==> config.mk <==
export PLATFORM = sky130hd
export DESIGN_NAME = role_sched
export DESIGN_NICKNAME = d
export VERILOG_FILES = /design/src/rtl/role_pkg.sv /design/src/rtl/role_ctrl.sv /design/src/rtl/role_shift.sv /design/src/rtl/role_sched.sv
export SDC_FILE = /design/constraint.sdc
export NUM_CORES = 1
export LEC_CHECK = 0
export ABC_CLOCK_PERIOD_IN_PS = 1500
export BUFFER_PORTS_ARGS = -buffer_cell sky130_fd_sc_hd__buf_2
export CORE_MARGIN = 5
export CORE_UTILIZATION = 40
export DETAILED_ROUTE_END_ITERATION = 16
export HOLD_SLACK_MARGIN = 0.08
export PLACE_DENSITY = 0.65
export SLEW_MARGIN = 20
export SYNTH_ARGS = -nofsm -noshare
export SYNTH_HDL_FRONTEND = slang
export SYNTH_HIERARCHICAL = 1
export SYNTH_SLANG_ARGS = --single-unit
==> constraint.sdc <==
create_clock -name clk -period 1.5 [get_ports clk]
set_input_delay 0.225 -clock clk [delete_from_list [all_inputs] [get_ports clk]]
set_output_delay 0.225 -clock clk [all_outputs]
set_load 0.005 [all_outputs]
==> src/rtl/role_pkg.sv <==
package role_pkg;

  typedef struct packed {
    logic rotate;
    logic hold;
  } roleStrobes_t;

  function automatic int victimCount(input int nWires, input int minGap);
    int v;
    v = (minGap > 0) ? nWires / minGap : nWires;
    if (v < 1) v = 1;
    return v;
  endfunction

  function automatic int sweepLength(input int nWires, input int minGap);
    int v;
    v = victimCount(nWires, minGap);
    return (nWires + v - 1) / v;
  endfunction

endpackage

==> src/rtl/role_ctrl.sv <==
module role_ctrl
  import role_pkg::*;
#(
  parameter int NUM_WIRES = 16,
  parameter int MIN_GAP   = 3
) (
  input  logic         clk,
  input  logic         rstN,
  input  logic         stepStrobe,
  output roleStrobes_t ctrlStrobes,
  output logic         sweepDone
);

  localparam int SWEEP = sweepLength(NUM_WIRES, MIN_GAP);
  localparam int CW    = (SWEEP > 1) ? $clog2(SWEEP) : 1;
  localparam logic [CW-1:0] LAST = CW'(SWEEP - 1);

  logic [CW-1:0] stepIdx;
  logic          atLast;
  logic          accept;

  assign atLast = (stepIdx == LAST);
  assign accept = stepStrobe && !atLast;

  always_ff @(posedge clk or negedge rstN) begin
    if (!rstN) begin
      stepIdx <= '0;
    end else if (accept) begin
      stepIdx <= stepIdx + CW'(1);
    end
  end

  always_comb begin
    ctrlStrobes.rotate = accept;
    ctrlStrobes.hold   = !accept;
  end

  assign sweepDone = atLast;

endmodule

==> src/rtl/role_shift.sv <==
module role_shift
  import role_pkg::*;
#(
  parameter int NUM_WIRES = 16,
  parameter int MIN_GAP   = 3
) (
  input  logic                 clk,
  input  logic                 rstN,
  input  roleStrobes_t         ctrlStrobes,
  output logic [NUM_WIRES-1:0] roleVec
);

  localparam int VICT = victimCount(NUM_WIRES, MIN_GAP);

  function automatic logic [NUM_WIRES-1:0] makePreload();
    logic [NUM_WIRES-1:0] p;
    p = '0;
    for (int i = 0; i < VICT; i++) begin
      p[(i * NUM_WIRES) / VICT] = 1'b1;
    end
    return p;
  endfunction

  localparam logic [NUM_WIRES-1:0] PRELOAD = makePreload();

  logic [NUM_WIRES-1:0] cellQ;
  logic [NUM_WIRES-1:0] cellD;

  for (genvar g = 0; g < NUM_WIRES; g++) begin : g_cell
    localparam int SRC = (g + NUM_WIRES - 1) % NUM_WIRES;
    always_comb begin
      if (ctrlStrobes.rotate && !ctrlStrobes.hold) cellD[g] = cellQ[SRC];
      else                                         cellD[g] = cellQ[g];
    end
  end

  always_ff @(posedge clk or negedge rstN) begin
    if (!rstN) cellQ <= PRELOAD;
    else       cellQ <= cellD;
  end

  assign roleVec = cellQ;

endmodule

==> src/rtl/role_sched.sv <==
module role_sched
  import role_pkg::*;
#(
  parameter int NUM_WIRES = 16,
  parameter int MIN_GAP   = 3
) (
  input  logic                 clk,
  input  logic                 rstN,
  input  logic                 stepStrobe,
  output logic [NUM_WIRES-1:0] roleVec,
  output logic                 sweepDone
);

  roleStrobes_t ctrlStrobes;

  role_ctrl #(.NUM_WIRES(NUM_WIRES), .MIN_GAP(MIN_GAP)) u_ctrl (
    .clk         (clk),
    .rstN        (rstN),
    .stepStrobe  (stepStrobe),
    .ctrlStrobes (ctrlStrobes),
    .sweepDone   (sweepDone)
  );

  role_shift #(.NUM_WIRES(NUM_WIRES), .MIN_GAP(MIN_GAP)) u_shift (
    .clk         (clk),
    .rstN        (rstN),
    .ctrlStrobes (ctrlStrobes),
    .roleVec     (roleVec)
  );

endmodule

==> impl_results.md <==
- Total GRT Usage: 10.43%
- DRT Pass-1 Iters: 2
- HP Class: input pin to register
- Hold Crit Depth: 4
- Setup CP Type: register to register
- Simple-gate share of the synthesized area: 3.526%
- Final instance area: 1008 um^2
- Post-synthesis cell type count: 12
- Failing checks: negative setup slack
- R2R Path End: u_shift/roleVec[11]
- Vias in the first global route: 456
- Synth Area in Compound Gates: 0%
- Residual DRC: 0
- Min cycle time layout: 1.575 ns
- CTS buffer count: 3
- Gate Count Post-Synth: 43
- Remaining antenna violation count: 0
- Power Dens Cells: 1164 nW/um^2
- GR peak layer: met2
- Util after Layout: 53.03%
- Synth Area in XOR/XNOR: 1.122%
- Slack of the critical path: -0.07498 ns
- R2r setup slk: -0.07 ns
- Leak: 0.0005302 uW
- CP Capture Type: register
- Area grow syn2layout: 29.17%
- Starting Density: 41.05%
- Worst-margin pin slew: 0.3846 ns
- Hold wc startpoint: stepStrobe
- Syn. warnings: 6
- Slew HR: 74.36%
- Starting DRT DRC Count: 4
- Fin crit share: 105.0%
- Critical path's largest stage delay: 0.41 ns
- Clock latency on the worst-skew pair: 0.29 ns
- Boundary pin count: 20
- GRT met3 Usage: 5.817%
- Clk_skew: 0.005424 ns
- # setup viols final: 16
- Wirelength per Cell: 13.48 um
- Via/cell ratio: 4.515
- PortBufs: 19
- Pins Over Slew Limit: 0
- DR vias: 438
- Top-area cell type share of the netlist area: 41.67%
- Diodes inserted: 0
- Kind of cell adding the most delay to the critical path: flip-flops
- Slowest cell on the critical path: dfrtp_1
- Syn Nets: 47
- CTS Sinks: 18
- CP Max Fanout: 10
- Die span in y: 54.18 um
- Hold EP: u_ctrl/stepIdx[0]
- Buf/Inv on CP: 2
- Die area: 2935 um^2
- Reg clk slew, reported paths: 0.10 ns
- Grt met2 use: 15.34%
- Critical Path Start Type: register
- Area share of fa/ha/maj cells after synthesis: 1.603%
- Register area share after synthesis: 58.49%
- Max VDD drop: 0.0007237 V
- Synth Cell Area: 780.7 um^2
- Initial antenna violation count: 0
- Status: complete, but fails checks
- Final hold vios: 0
- Fmax: 0.6349 GHz
- Layout cell share with drive strength beyond 1: 78.57%
- Root Buffer: clkbuf_4
- Required @ worst endpoint: 1.68 ns
- Met1 usage: 12.67%
- Largest family of logic cells by synthesized area: multiplexers
- Area after DPL: 928.4 um^2
- Largest area contributor in the netlist: dfrtp_1
- Core box area: 1902 um^2
- Register bit total from synthesis: 18
- CTS tree: yes
- CP arrival: 1.76 ns
- GP Congestion: 0.6279
- Synth area leaders: dfrtp_1 42%, mux2_4 21%, dfstp_2 17%
- Routed wire length: 1.308 mm
- First-pass GRT wire length: 2.104 mm
- RSZ-0062 raised after global routing: true
- Global route total overflow: 0
- Row count: 16
- Max cap viols: 0
- Max clock buf depth: 2
- Reg-to-Reg Start: u_ctrl/stepIdx[0]
- Syn_area_per_cell: 18.16 um^2
- Die X: 54.18 um
- HPWL Detailed: 900.2 um
- Largest net degree at the start of global routing: 19
- Post-synthesis mux area share: 29.81%
- H-tree Lvls: 1
- Nets: 75
- Worst Reg-to-Reg Cells: 6
- CP cell instances: ha_2, nand2b_4, inv_2, nor2b_4, buf_12, mux2_4
tightest hold or removal path: cells and delay by family:
family	cells	cell delay [ns]
XOR/XNOR	1	0.05
buffers and inverters	2	0.22
AND/OR/NAND/NOR	1	0.08
cell usage in the layout (no fill, tap or decap), types with 2 or more instances in the layout:
cell,synthesis,final
buf_2,0,19
mux2_4,11,16
dfrtp_1,13,13
dfstp_2,5,5
buf_4,1,4
clkbuf_4,0,3
buf_12,1,2
synthesized netlist by cell type:
| library cell | count |
|---|---|
| dfrtp_1 | 13 |
| mux2_4 | 11 |
| mux2_2 | 6 |
| dfstp_2 | 5 |
| buf_12 | 1 |
| buf_4 | 1 |
| buf_6 | 1 |
| ha_1 | 1 |
| inv_2 | 1 |
| nand2b_4 | 1 |
| nor2b_4 | 1 |
| xnor2_1 | 1 |
final cells by class:
type | count | area (um^2)
fillers | 176 | 893.4
flip-flops and latches | 18 | 456.7
multi-input cells | 21 | 302.8
repair buffers | 26 | 175.2
clock buffers | 4 | 36.28
well taps | 27 | 33.78
inverters | 1 | 3.754
metrics by stage:
| stage | setup slack [ns] | hold slack (ns) | setup TNS (ns) | total power, uW | cells |
|---|---|---|---|---|---|
| final | -0.07498 | 0.3056 | -0.7658 | 1174 | 97 |
| after floorplan | -0.1512 | -0.07059 | -1.583 | 783.9 | 43 |
| after detailed placement | -0.05947 | 0.1670 | -0.6566 | 851.9 | 90 |
| after global placement | -0.05973 | 0.1699 | -0.6485 | 847.8 | 90 |
| after global routing | -0.1317 | 0.3171 | -1.677 | 1239 | 97 |
| after CTS | -0.08283 | 0.3003 | -0.8495 | 1189 | 97 |
per-layer routing:
metal / share of wire (%) / wire, um / up-vias
met5: 0 / 0 / -
met4: 0.76 / 10 / 0
met3: 7.2 / 94 / 2
met2: 45 / 595 / 15
met1: 46 / 608 / 220
li1: - / - / 201
state kept, by name, indices dropped and copies added (netlist names):
register         count
u_ctrl/stepIdx       2
u_shift/roleVec     16
logic make-up (layout without fill, tap and decap cells):
logic type	count (synthesis)	in the layout
DFF	18	18
muxes	17	17
buffers and inverters	4	31
and+or+nand+nor	2	2
adders and majority gates	1	1
xor gates and xnor gates	1	1
worst max path at each step:
stage / startpoint / endpoint / slack [ns] / cells past startpoint
after floorplan: u_ctrl/stepIdx[0] / u_shift/roleVec[10] / -0.15 / 8
after global placement: u_ctrl/stepIdx[0] / u_shift/roleVec[11] / -0.06 / 6
after detailed placement: u_ctrl/stepIdx[0] / u_shift/roleVec[11] / -0.06 / 6
after CTS: u_ctrl/stepIdx[0] / u_shift/roleVec[11] / -0.08 / 6
after global routing: u_ctrl/stepIdx[0] / u_shift/roleVec[11] / -0.13 / 6
final: u_ctrl/stepIdx[0] / u_shift/roleVec[11] / -0.07 / 6
power breakdown:
part | switching, uW | internal (uW) | total, uW
clock | 147 | 148 | 295
combinational | 126 | 219 | 344
sequential | 19.0 | 515 | 534
timing repair:
item	in CTS	in global routing
hold buffers	1	0
gates cloned	0	0
endpoints found under the hold margin	13	0
pin swaps	0	0
buffers inserted	2	0
gates resized for setup	5	0
setup endpoints to repair	16	16
(Power assumes the default switching activity.)
